--- src/rtl/mrt_pkg.sv ---
package mrt_pkg;
  localparam int unsigned TIME_W = 16;
  typedef logic [TIME_W-1:0] mrt_time_t;
  typedef enum logic [0:0] {SRCH_IDLE, SRCH_SCAN} srch_state_e;
endpackage

--- src/rtl/mrt_modulo.sv ---
// Combinational remainder of a time value by a runtime divisor
// (restoring division, one compare-subtract per dividend bit).
module mrt_modulo
  import mrt_pkg::*;
#(
  parameter int unsigned DIV_W = 4
) (
  input  mrt_time_t        num_i,
  input  logic [DIV_W-1:0] div_i,
  output logic [DIV_W-1:0] rem_o
);
  logic [DIV_W:0] acc;

  always_comb begin
    acc = '0;
    for (int i = TIME_W - 1; i >= 0; i--) begin
      acc = {acc[DIV_W-1:0], num_i[i]};
      if (acc >= {1'b0, div_i}) begin
        acc = acc - {1'b0, div_i};
      end
    end
  end

  assign rem_o = (div_i == '0) ? '0 : acc[DIV_W-1:0];
endmodule

--- src/rtl/mrt_table.sv ---
// Occupancy counts, one per (row, class), with a read port for the scan
// and one reserve/release write port.
module mrt_table #(
  parameter int unsigned             MAX_II  = 8,
  parameter int unsigned             NUM_CLS = 3,
  parameter int unsigned             UNIT_W  = 4,
  parameter logic [NUM_CLS*UNIT_W-1:0] UNITS = {4'd1, 4'd1, 4'd2},
  parameter int unsigned             ROW_W   = 3,
  parameter int unsigned             CLS_W   = 2
) (
  input  logic             clk_i,
  input  logic             rst_ni,
  input  logic             wr_en_i,
  input  logic             wr_release_i,
  input  logic [ROW_W-1:0] wr_row_i,
  input  logic [CLS_W-1:0] wr_cls_i,
  input  logic [ROW_W-1:0] rd_row_i,
  input  logic [CLS_W-1:0] rd_cls_i,
  output logic             rd_free_o,
  output logic             wr_err_o
);
  logic [UNIT_W-1:0] cnt_q [MAX_II][NUM_CLS];

  logic              wr_ok_idx;
  logic              rd_ok_idx;
  logic [UNIT_W-1:0] wr_cur;
  logic [UNIT_W-1:0] wr_lim;
  logic [UNIT_W-1:0] rd_cur;
  logic [UNIT_W-1:0] rd_lim;
  logic              upd_en;
  logic [UNIT_W-1:0] upd_val;
  logic              err_d;
  logic              err_q;

  assign wr_ok_idx = (32'(wr_cls_i) < NUM_CLS) && (32'(wr_row_i) < MAX_II);
  assign rd_ok_idx = (32'(rd_cls_i) < NUM_CLS) && (32'(rd_row_i) < MAX_II);

  always_comb begin
    wr_cur = '0;
    wr_lim = '0;
    rd_cur = '0;
    rd_lim = '0;
    if (wr_ok_idx) begin
      wr_cur = cnt_q[wr_row_i][wr_cls_i];
      wr_lim = UNITS[32'(wr_cls_i)*UNIT_W +: UNIT_W];
    end
    if (rd_ok_idx) begin
      rd_cur = cnt_q[rd_row_i][rd_cls_i];
      rd_lim = UNITS[32'(rd_cls_i)*UNIT_W +: UNIT_W];
    end
  end

  assign rd_free_o = rd_ok_idx && (rd_cur < rd_lim);

  // next-state for the addressed entry and the error pulse
  always_comb begin
    upd_en  = 1'b0;
    upd_val = wr_cur;
    err_d   = 1'b0;
    if (wr_en_i) begin
      if (!wr_ok_idx) begin
        err_d = 1'b1;
      end else if (wr_release_i) begin
        if (wr_cur == '0) begin
          err_d = 1'b1;
        end else begin
          upd_en  = 1'b1;
          upd_val = wr_cur - 1'b1;
        end
      end else begin
        if (wr_cur >= wr_lim) begin
          err_d = 1'b1;
        end else begin
          upd_en  = 1'b1;
          upd_val = wr_cur + 1'b1;
        end
      end
    end
  end

  for (genvar r = 0; r < MAX_II; r++) begin : g_row
    for (genvar c = 0; c < NUM_CLS; c++) begin : g_cls
      localparam logic [ROW_W-1:0] ROW_ID = ROW_W'(r);
      localparam logic [CLS_W-1:0] CLS_ID = CLS_W'(c);
      logic hit;
      assign hit = upd_en && (wr_row_i == ROW_ID) && (wr_cls_i == CLS_ID);
      always_ff @(posedge clk_i or negedge rst_ni) begin
        if (!rst_ni) begin
          cnt_q[r][c] <= '0;
        end else if (hit) begin
          cnt_q[r][c] <= upd_val;
        end
      end
    end
  end

  always_ff @(posedge clk_i or negedge rst_ni) begin
    if (!rst_ni) begin
      err_q <= 1'b0;
    end else begin
      err_q <= err_d;
    end
  end

  assign wr_err_o = err_q;
endmodule

--- src/rtl/mrt_search.sv ---
// Window scan: one candidate time per cycle from E to E+II-1,
// then the fallback rule if no row had room.
module mrt_search
  import mrt_pkg::*;
#(
  parameter int unsigned II_W  = 4,
  parameter int unsigned ROW_W = 3,
  parameter int unsigned CLS_W = 2
) (
  input  logic             clk_i,
  input  logic             rst_ni,
  input  logic [II_W-1:0]  ii_i,
  input  logic             start_i,
  input  logic [CLS_W-1:0] cls_i,
  input  mrt_time_t        early_i,
  input  logic             prev_valid_i,
  input  mrt_time_t        prev_time_i,
  input  logic [ROW_W-1:0] row0_i,
  input  logic             free_i,
  output logic [ROW_W-1:0] rd_row_o,
  output logic [CLS_W-1:0] rd_cls_o,
  output logic             busy_o,
  output logic             done_o,
  output mrt_time_t        time_o,
  output logic             forced_o
);
  srch_state_e      state_q, state_d;
  mrt_time_t        early_q;
  logic [CLS_W-1:0] cls_q;
  logic             pv_q;
  mrt_time_t        pt_q;
  logic [II_W-1:0]  off_q, off_d;
  logic [ROW_W-1:0] row_q, row_d;
  logic             done_q, done_d;
  mrt_time_t        time_q, time_d;
  logic             forced_q, forced_d;
  logic             res_en;
  logic             cap_en;

  logic [II_W-1:0]  ii_last;
  logic             at_last;
  logic             row_wrap;
  mrt_time_t        cand;
  mrt_time_t        win_max;
  mrt_time_t        prev_next;
  mrt_time_t        fallback;

  assign ii_last   = ii_i - II_W'(1);
  assign at_last   = (off_q == ii_last);
  assign row_wrap  = (II_W'(row_q) == ii_last);
  assign cand      = early_q + TIME_W'(off_q);
  assign win_max   = early_q + TIME_W'(ii_last);
  assign prev_next = pt_q + TIME_W'(1);

  always_comb begin
    if (!pv_q || (early_q > pt_q)) begin
      fallback = early_q;
    end else if (prev_next < win_max) begin
      fallback = prev_next;
    end else begin
      fallback = win_max;
    end
  end

  assign cap_en = (state_q == SRCH_IDLE) && start_i;

  always_comb begin
    state_d  = state_q;
    off_d    = off_q;
    row_d    = row_q;
    done_d   = 1'b0;
    time_d   = time_q;
    forced_d = forced_q;
    res_en   = 1'b0;
    unique case (state_q)
      SRCH_IDLE: begin
        if (start_i) begin
          state_d = SRCH_SCAN;
          off_d   = '0;
          row_d   = row0_i;
        end
      end
      SRCH_SCAN: begin
        if (free_i) begin
          res_en   = 1'b1;
          time_d   = cand;
          forced_d = 1'b0;
          done_d   = 1'b1;
          state_d  = SRCH_IDLE;
        end else if (at_last) begin
          res_en   = 1'b1;
          time_d   = fallback;
          forced_d = 1'b1;
          done_d   = 1'b1;
          state_d  = SRCH_IDLE;
        end else begin
          off_d = off_q + II_W'(1);
          row_d = row_wrap ? '0 : row_q + ROW_W'(1);
        end
      end
      default: state_d = SRCH_IDLE;
    endcase
  end

  always_ff @(posedge clk_i or negedge rst_ni) begin
    if (!rst_ni) begin
      state_q <= SRCH_IDLE;
      off_q   <= '0;
      row_q   <= '0;
      done_q  <= 1'b0;
    end else begin
      state_q <= state_d;
      off_q   <= off_d;
      row_q   <= row_d;
      done_q  <= done_d;
    end
  end

  always_ff @(posedge clk_i or negedge rst_ni) begin
    if (!rst_ni) begin
      early_q <= '0;
      cls_q   <= '0;
      pv_q    <= 1'b0;
      pt_q    <= '0;
    end else if (cap_en) begin
      early_q <= early_i;
      cls_q   <= cls_i;
      pv_q    <= prev_valid_i;
      pt_q    <= prev_time_i;
    end
  end

  always_ff @(posedge clk_i or negedge rst_ni) begin
    if (!rst_ni) begin
      time_q   <= '0;
      forced_q <= 1'b0;
    end else if (res_en) begin
      time_q   <= time_d;
      forced_q <= forced_d;
    end
  end

  assign rd_row_o = row_q;
  assign rd_cls_o = cls_q;
  assign busy_o   = (state_q == SRCH_SCAN);
  assign done_o   = done_q;
  assign time_o   = time_q;
  assign forced_o = forced_q;
endmodule

--- src/rtl/mrt_slot_finder.sv ---
module mrt_slot_finder
  import mrt_pkg::*;
#(
  parameter int unsigned               MAX_II  = 8,
  parameter int unsigned               NUM_CLS = 3,
  parameter int unsigned               UNIT_W  = 4,
  parameter logic [NUM_CLS*UNIT_W-1:0] UNITS   = {4'd1, 4'd1, 4'd2},
  localparam int unsigned              II_W    = $clog2(MAX_II + 1),
  localparam int unsigned              ROW_W   = (MAX_II > 1) ? $clog2(MAX_II) : 1,
  localparam int unsigned              CLS_W   = (NUM_CLS > 1) ? $clog2(NUM_CLS) : 1
) (
  input  logic             clk_i,
  input  logic             rst_ni,
  input  logic [II_W-1:0]  ii_i,
  input  logic             srch_start_i,
  input  logic [CLS_W-1:0] srch_cls_i,
  input  logic [15:0]      srch_early_i,
  input  logic             prev_valid_i,
  input  logic [15:0]      prev_time_i,
  output logic             srch_busy_o,
  output logic             srch_done_o,
  output logic [15:0]      srch_time_o,
  output logic             srch_forced_o,
  input  logic             cmd_valid_i,
  input  logic             cmd_release_i,
  input  logic [CLS_W-1:0] cmd_cls_i,
  input  logic [15:0]      cmd_time_i,
  output logic             cmd_err_o
);
  logic [II_W-1:0]  srch_rem;
  logic [II_W-1:0]  cmd_rem;
  logic [ROW_W-1:0] rd_row;
  logic [CLS_W-1:0] rd_cls;
  logic             rd_free;

  mrt_modulo #(.DIV_W(II_W)) u_srch_mod (
    .num_i (srch_early_i),
    .div_i (ii_i),
    .rem_o (srch_rem)
  );

  mrt_modulo #(.DIV_W(II_W)) u_cmd_mod (
    .num_i (cmd_time_i),
    .div_i (ii_i),
    .rem_o (cmd_rem)
  );

  mrt_table #(
    .MAX_II (MAX_II),
    .NUM_CLS(NUM_CLS),
    .UNIT_W (UNIT_W),
    .UNITS  (UNITS),
    .ROW_W  (ROW_W),
    .CLS_W  (CLS_W)
  ) u_table (
    .clk_i        (clk_i),
    .rst_ni       (rst_ni),
    .wr_en_i      (cmd_valid_i),
    .wr_release_i (cmd_release_i),
    .wr_row_i     (ROW_W'(cmd_rem)),
    .wr_cls_i     (cmd_cls_i),
    .rd_row_i     (rd_row),
    .rd_cls_i     (rd_cls),
    .rd_free_o    (rd_free),
    .wr_err_o     (cmd_err_o)
  );

  mrt_search #(
    .II_W (II_W),
    .ROW_W(ROW_W),
    .CLS_W(CLS_W)
  ) u_search (
    .clk_i        (clk_i),
    .rst_ni       (rst_ni),
    .ii_i         (ii_i),
    .start_i      (srch_start_i),
    .cls_i        (srch_cls_i),
    .early_i      (srch_early_i),
    .prev_valid_i (prev_valid_i),
    .prev_time_i  (prev_time_i),
    .row0_i       (ROW_W'(srch_rem)),
    .free_i       (rd_free),
    .rd_row_o     (rd_row),
    .rd_cls_o     (rd_cls),
    .busy_o       (srch_busy_o),
    .done_o       (srch_done_o),
    .time_o       (srch_time_o),
    .forced_o     (srch_forced_o)
  );
endmodule

--- config.mk ---
export PLATFORM = sky130hd
export DESIGN_NAME = mrt_slot_finder
export DESIGN_NICKNAME = d
export VERILOG_FILES = /design/src/rtl/mrt_pkg.sv /design/src/rtl/mrt_modulo.sv /design/src/rtl/mrt_table.sv /design/src/rtl/mrt_search.sv /design/src/rtl/mrt_slot_finder.sv
export SDC_FILE = /design/constraint.sdc
export NUM_CORES = 1
export LEC_CHECK = 0
export ABC_AREA = 1
export BUFFER_PORTS_ARGS = -buffer_cell sky130_fd_sc_hd__buf_2
export CORE_UTILIZATION = 45
export DETAILED_ROUTE_END_ITERATION = 8
export SLEW_MARGIN = 25
export SYNTH_ARGS = -nofsm -noshare
export SYNTH_HDL_FRONTEND = slang
export SYNTH_SLANG_ARGS = --single-unit
--- constraint.sdc ---
create_clock -name clk_i -period 3.5 [get_ports clk_i]
set_input_delay 0.35 -clock clk_i [delete_from_list [all_inputs] [get_ports clk_i]]
set_output_delay 0.35 -clock clk_i [all_outputs]
set_load 0.02 [all_outputs]
==> Word level (Yosys, flattened, before mapping) <==
Index checks and enable logic that the tools add are counted.
{ "word_totals": {"mem_bits_ro": 0, "mem_bits_rw": 0, "elab_cells": 268, "inputBits": 62, "mem_count": 0, "latchBits": 0, "regBits": 158, "output_inout_bits": 20} }
{ "classes": {"bitwise": 5, "mul": 0, "order_cmp": 42, "reduce_logical": 43, "n_addsub": 40, "div": 0, "eq_ne": 14, "muxes": 87, "shift": 2} }
{ "op_table": {"columns": ["op", "n"], "rows": [
  ["two-way mux 4 bit", 46],
  [">= comparator 5 x 4 -> 1 bit", 30],
  ["subtractor 4 bit", 28],
  ["binary-select mux 12 bit (select 3 bit)", 2],
  ["two-way mux 16 bit", 4],
  ["two-way mux 12 bit", 4],
  ["logical AND 1 bit", 34],
  ["adder 16 x 4 -> 16 bit", 2],
  ["two-way mux 3 bit", 8],
  ["indexed part select 12 x 5 -> 4 bit, first input constant", 2],
  ["two-way mux 1 bit", 18],
  ["adder 16 x 1 -> 16 bit, second input constant", 1],
  ["binary-select mux 4 bit (select 2 bit)", 2],
  ["greater-than comparator 16 bit", 1],
  ["less-than comparator 16 bit", 1],
  ["equality test 3 bit, second input constant", 4],
  ["adder 4 x 1 -> 4 bit, second input constant", 2],
  [">= comparator 1 x 4 -> 1 bit", 2],
  [">= comparator 4 bit, second input constant", 2],
  ["logical NOT 4 bit", 2],
  ["NOT 3 -> 4 bit", 2],
  ["case mux 4 bit (2 select lines)", 1],
  ["subtractor 1 x 4 -> 4 bit", 2],
  ["subtractor 4 x 1 -> 4 bit, second input constant", 2],
  ["23 further kinds", 31]
]} }

==> Longest topological paths before layout <==
{ "depth": {"ltp_word": 48, "mapped_depth": 170, "ltp_nobuf": 169} }

==> Hierarchy <==
Synthesis repeated with hierarchy kept, for this count alone.
{ "hier_totals": {"hier_cells": 2744, "area_unflattened_um2": 18728.0} }
{ "modules_own_cells": {"columns": ["module", "area_each_um2", "cells_per_inst", "n_inst", "seq_area_each_um2"], "rows": [
  ["mrt_table", 6236.0, 835, 1, 2427.3],
  ["mrt_search", 4988.5, 721, 1, 1526.5],
  ["mrt_modulo at u_srch_mod", 3781.1, 602, 1, 0.0],
  ["mrt_modulo at u_cmd_mod", 3722.3, 586, 1, 0.0]
]} }

==> Worst setup path after synthesis <==
No wires, ideal clock.
{ "synth_path": {"path_type": "input port to flip-flop", "from": "in ii_i[1]", "to": "reg u_table.cnt_q[13] in the netlist's numbering", "arrival_ns": 22.894, "required_time_ns": 3.383, "path_buffers": 1, "stages": 162, "setup_ns": 0.117, "setup_slack_ns": -19.511, "cell_sequence": "inv_2 ha_1 inv_1 nand2_2 a21oi_1 a31oi_1 ha_1 nand3_1 nor2_2 nor2_2 nand2_1 nand2_1 ha_1 a21oi_1 o21ai_0 nand2_1 nand2_1 inv_1 [... 126 more ...] nor2_1 nand3_1 nand3_1 nand2_1 nand2_1 nand3_1 ha_1 inv_1 nand2_1 a21oi_1 nand4_2 nand2_4 nand2_1 nand2_1 nand2_2 buf_4 nand2_1 nand2_1"} }
{ "synth_between": {"elab_chain_len": 48, "word_cells_on_any_way": 75, "classes_between": "add/sub: 18; order compare: 17; eq/ne: 1; mux: 34; bitwise: 1; reduce/logical: 4"} }
{ "synth_lines": {"columns": ["item", "line_no", "rtl"], "rows": [
  ["start: declaration", "mrt_slot_finder.sv:14", "input logic [II_W-1:0] ii_i,"],
  ["subtractor 1 x 4 -> 4 bit / >= comparator 1 x 4 -> 1 bit (equally long branches)", "mrt_modulo.sv:19, mrt_modulo.sv:18", null],
  ["two-way mux 4 bit", "mrt_modulo.sv:18", "if (acc >= {1'b0, div_i}) begin"],
  ["subtractor 4 bit / >= comparator 5 x 4 -> 1 bit (equally long branches)", "mrt_modulo.sv:19, mrt_modulo.sv:18", null],
  ["two-way mux 4 bit", "mrt_modulo.sv:18", null],
  ["subtractor 4 bit / >= comparator 5 x 4 -> 1 bit (equally long branches)", "mrt_modulo.sv:19, mrt_modulo.sv:18", null],
  ["two-way mux 4 bit", "mrt_modulo.sv:18", null],
  [">= comparator 5 x 4 -> 1 bit / subtractor 4 bit (equally long branches)", "mrt_modulo.sv:18, mrt_modulo.sv:19", null],
  ["two-way mux 4 bit", "mrt_modulo.sv:18", null],
  ["[... 30 more ...]", null, null],
  ["two-way mux 4 bit (not written as such) (2 in a row)", "mrt_table.sv:44", "wr_cur = cnt_q[wr_row_i][wr_cls_i];"],
  ["two-way mux 4 bit", "mrt_table.sv:43", "if (wr_ok_idx) begin"],
  [">= comparator 4 bit / logical NOT 4 bit (equally long branches)", "mrt_table.sv:71, mrt_table.sv:64", null],
  ["two-way mux 1 bit (on tied branches)", "mrt_table.sv:71, mrt_table.sv:64", null],
  ["two-way mux 1 bit", "mrt_table.sv:63", "end else if (wr_release_i) begin"],
  ["two-way mux 1 bit", "mrt_table.sv:61", "if (!wr_ok_idx) begin"],
  ["two-way mux 1 bit", "mrt_table.sv:60", "if (wr_en_i) begin"],
  ["logical AND 1 bit (2 in a row)", "mrt_table.sv:86", "assign hit = upd_en && (wr_row_i == ROW_ID) && (wr_cls_i == CLS_ID);"],
  ["end signal: indexed assignment", "mrt_table.sv:91", "cnt_q[r][c] <= upd_val;"],
  ["end: declaration", "mrt_table.sv:22", "logic [UNIT_W-1:0] cnt_q [MAX_II][NUM_CLS];"]
]} }
Mark *: on every way between the ends. The rest lies on a longest branch, timed or not. The select of a mux whose other input is x is not followed.
A chain may end at the register's enable or synchronous reset.

==> Worst setup path after layout <==
{ "layout_path": {"from": "in ii_i[0]", "to": "reg u_table.cnt_q[7] in the netlist's numbering"} }
{ "layout_between": {"elab_chain_len": 48, "word_cells_on_any_way": 75, "classes_between": "add/sub: 18; order compare: 17; eq/ne: 1; mux: 34; bitwise: 1; reduce/logical: 4"} }
{ "layout_lines": {"columns": ["item", "line_no"], "rows": [
  ["subtractor 1 x 4 -> 4 bit / >= comparator 1 x 4 -> 1 bit (equally long branches)", "mrt_modulo.sv:19, mrt_modulo.sv:18"],
  ["two-way mux 4 bit", "mrt_modulo.sv:18"],
  ["subtractor 4 bit / >= comparator 5 x 4 -> 1 bit (equally long branches)", "mrt_modulo.sv:19, mrt_modulo.sv:18"],
  ["two-way mux 4 bit", "mrt_modulo.sv:18"],
  ["subtractor 4 bit / >= comparator 5 x 4 -> 1 bit (equally long branches)", "mrt_modulo.sv:19, mrt_modulo.sv:18"],
  ["two-way mux 4 bit", "mrt_modulo.sv:18"],
  ["subtractor 4 bit / >= comparator 5 x 4 -> 1 bit (equally long branches)", "mrt_modulo.sv:19, mrt_modulo.sv:18"],
  ["two-way mux 4 bit", "mrt_modulo.sv:18"],
  ["[... 30 more ...]", null],
  ["two-way mux 4 bit (not written as such) (2 in a row)", "mrt_table.sv:44"],
  ["two-way mux 4 bit", "mrt_table.sv:43"],
  [">= comparator 4 bit / logical NOT 4 bit (equally long branches)", "mrt_table.sv:71, mrt_table.sv:64"],
  ["two-way mux 1 bit (on tied branches)", "mrt_table.sv:71, mrt_table.sv:64"],
  ["two-way mux 1 bit", "mrt_table.sv:63"],
  ["two-way mux 1 bit", "mrt_table.sv:61"],
  ["two-way mux 1 bit", "mrt_table.sv:60"],
  ["logical AND 1 bit (2 in a row)", "mrt_table.sv:86"]
]} }
Marked as above.

==> run metrics <==
status finished with violations; failing checks hold timing, setup timing; Mapped Cells 2483; Clock Latency Late Sink 0.44 ns; Reg clk slew, reported paths 0.07 ns; fmax 48.1 MHz; Crit. End Element flip-flop; max incr delay on CP 0.31 ns; max-cap viol count 0; Final ANT Viol Nets 0; worst-margin pin slew 0.806 ns; Top FF cell, synth dfrtp_1; DPL Wire Length 43.4 mm; max_slew headroom 46.3%; crit path kind primary input to flip-flop; die height 198 µm; Synth cell types 61; Syn Nets 2759; most common cell after layout, fill and taps aside buf_4; number of port buffers 81; most frequent cells in the layout 704 x buf_4, 507 x nand2_1, 271 x inv_1; chip width 198 µm; RePlAce Congestion 0.966; arrival time of the worst setup path 21.16 ns; GRT overflow 0; Die ar. 0.0390 mm²; final worst setup slack -17.28 ns; yosys synthesis warning count 0; Total Wirelength 70.4 mm; DR pass1 iterations 5; CTS tree done; diodes inserted 0; setup slack, reg-to-reg -0.45 ns; gr usage total 32.4%; share of the core filled with cells 74.9%; Worst Path Max Fanout 14; Synth area leader dfrtp_1; layout overhead on the synthesized area 63.9%; Initial DRC Count 1712; site row count 71; IO Count 82; crit start category primary input; Num CTS Buffers 17; Synth Area per Inst 6.93 µm²; # DRC 0; Storage cell area 0.00395 mm²; # nets final 3573; Hold WS -0.0312 ns; Seq/Total Area, Yosys 23.0%; synthesized cell area 0.0172 mm²; Avg WL per Cell 18.4 µm; asr flop ratio synth 100%; CTS Buffer Depth 2; # fillers 2645; Vias/cell 5.53; max-slew violations 0; RSZ-0062 raised after global routing true; vias in the first global route 20300; initial antenna violation count 1; Starting Density 45.7%; H-tree level count 4; CP most frequent cell buf_4; core area 0.0377 mm²; Worst Path Required 3.88 ns; area of the multi-input gates 0.0149 mm²; worst hold path class primary input to async pin; Root Driver clkbuf_16; CTS Sinks 158; largest net degree at the start of global routing 86; Crit-path slowest cell nor3_2; vias 21100; Finish-stage setup viols 116; minimum clock period 20.78 ns; register bit total from synthesis 158; Yosys top cell area share 23.0%; final hold violation count 23; final critical-path share of the clock period 594%; share of cells above drive strength 1 46.4%; Post-synth EDFFs 0; top cells by area, synth dfrtp_1 23%, nand2_1 15%, ha_1 13%; first-pass GRT wire length 102 mm; clk_skew 0.0100 ns
[stage by stage]
stage	cell area, µm²	setup TNS (ns)	cells	hold slack, ns	setup WS [ns]
5_1_grt	28200	-1848.41	3821	0.0541	-18.43
4_1_cts	26000	-1605.13	3749	0.00833	-16.00
2_1_floorplan	18100	-1627.47	2483	0.0544	-16.25
6_report	28200	-1731.96	3821	-0.0312	-17.28
3_3_place_gp	22500	-1690.18	3491	0.460	-17.84
3_5_place_dp	22500	-1767.16	3491	0.460	-18.16
[cell families (layout without fill, tap and decap cells)]
group,Yosys count,count (layout),share of synthesized area (%)
AOI/OAI and AO/OA,388,388,12.7
xor gates and xnor gates,87,87,4.43
adders and majority gates,214,214,17.0
buffers and inverters,393,1219,9.31
DFF,158,158,23.0
muxes,5,5,0.313
and+or+nand+nor,1238,1239,33.3
[area by class of cell]
class | instances | share of cell area (%)
Clock buffer | 17 | 1.51
Clock inverter | 15 | 0.568
Inverter | 335 | 4.61
Multi-Input combinational cell | 1933 | 52.8
Sequential cell | 158 | 14.0
Tap cell | 511 | 2.27
Timing Repair Buffer | 852 | 24.2
[layer usage]
| layer | part of all wire (%) | track usage [%] | up-vias |
|---|---|---|---|
| li1 | - | - | 9798 |
| met1 | 40 | 41.2 | 10100 |
| met2 | 48 | 55.7 | 957 |
| met3 | 7.1 | 3.93 | 305 |
| met4 | 5.3 | 13.1 | 2 |
| met5 | 0.023 | 0 | - |
[registers in the layout, indices dropped and copies added, names as in the netlist]
| name | cells |
|---|---|
| u_table.cnt_q | 96 |
| u_search.early_q | 16 |
| u_search.pt_q | 16 |
| u_search.time_o | 16 |
| u_search.off_q | 4 |
| u_search.rd_row_o | 3 |
| u_search.rd_cls_o | 2 |
| u_search.busy_o | 1 |
| u_search.done_o | 1 |
| u_search.forced_o | 1 |
| u_search.pv_q | 1 |
| u_table.wr_err_o | 1 |
[worst max-delay path, delay by kind of cell]
kind            cells  cell delay, ns
buf+inv            55            6.00
fa+ha+maj          15            3.18
compound gates     16            2.42
simple gates       83            9.16
[synth_stat cells (all sizes together), types with 2 or more instances]
cell       n
nand3    165
or2        4
o221ai    10
a21boi     3
and2       2
ha       182
o21ai    167
nand2    695
a31oi      8
a21oi    136
o311ai     3
a41oi      4
nand3b     3
o21a       5
a21o       2
nand4     47
o2111ai    5
dfrtp    158
xnor2     33
a211oi     8
o31ai      8
nor3b      2
o211ai    11
inv      331
nor2     249
mux2i      2
a31o       3
clkinv     4
nor3      61
nor4      10
buf       27
clkbuf    31
fa        32
mux2       3
o21bai     5
xor2      54
o22ai      5
[path summary, 6_finish.rpt]
kind / start / to / depth (start not counted)
hold reg to reg: u_search.time_o[13]$_DFFE_PN0P_ / u_search.time_o[13]$_DFFE_PN0P_ / 2
min in group clk_i: prev_valid_i / u_search.pv_q$_DFFE_PN0P_ / 2
hold / removal: rst_ni / u_search.pt_q[11]$_DFFE_PN0P_ / 1
setup / recovery: ii_i[0] / u_table.cnt_q[7]$_DFFE_PN0P_ / 169
max in group asynchronous: rst_ni / u_table.cnt_q[31]$_DFFE_PN0P_ / 2
setup reg to reg: u_search.pt_q[1]$_DFFE_PN0P_ / u_search.time_o[1]$_DFFE_PN0P_ / 19
[what timing repair did]
item                       CTS  global route
setup buffers              223            64
hold buffers                 0             0
setup endpoints to repair  116           116
gates resized for setup    270           356
gates cloned                 3             9
pin swaps                  218           219
Power is not shown: default switching activity piles up to over one toggle a cycle in this logic, so the estimate is an artifact.
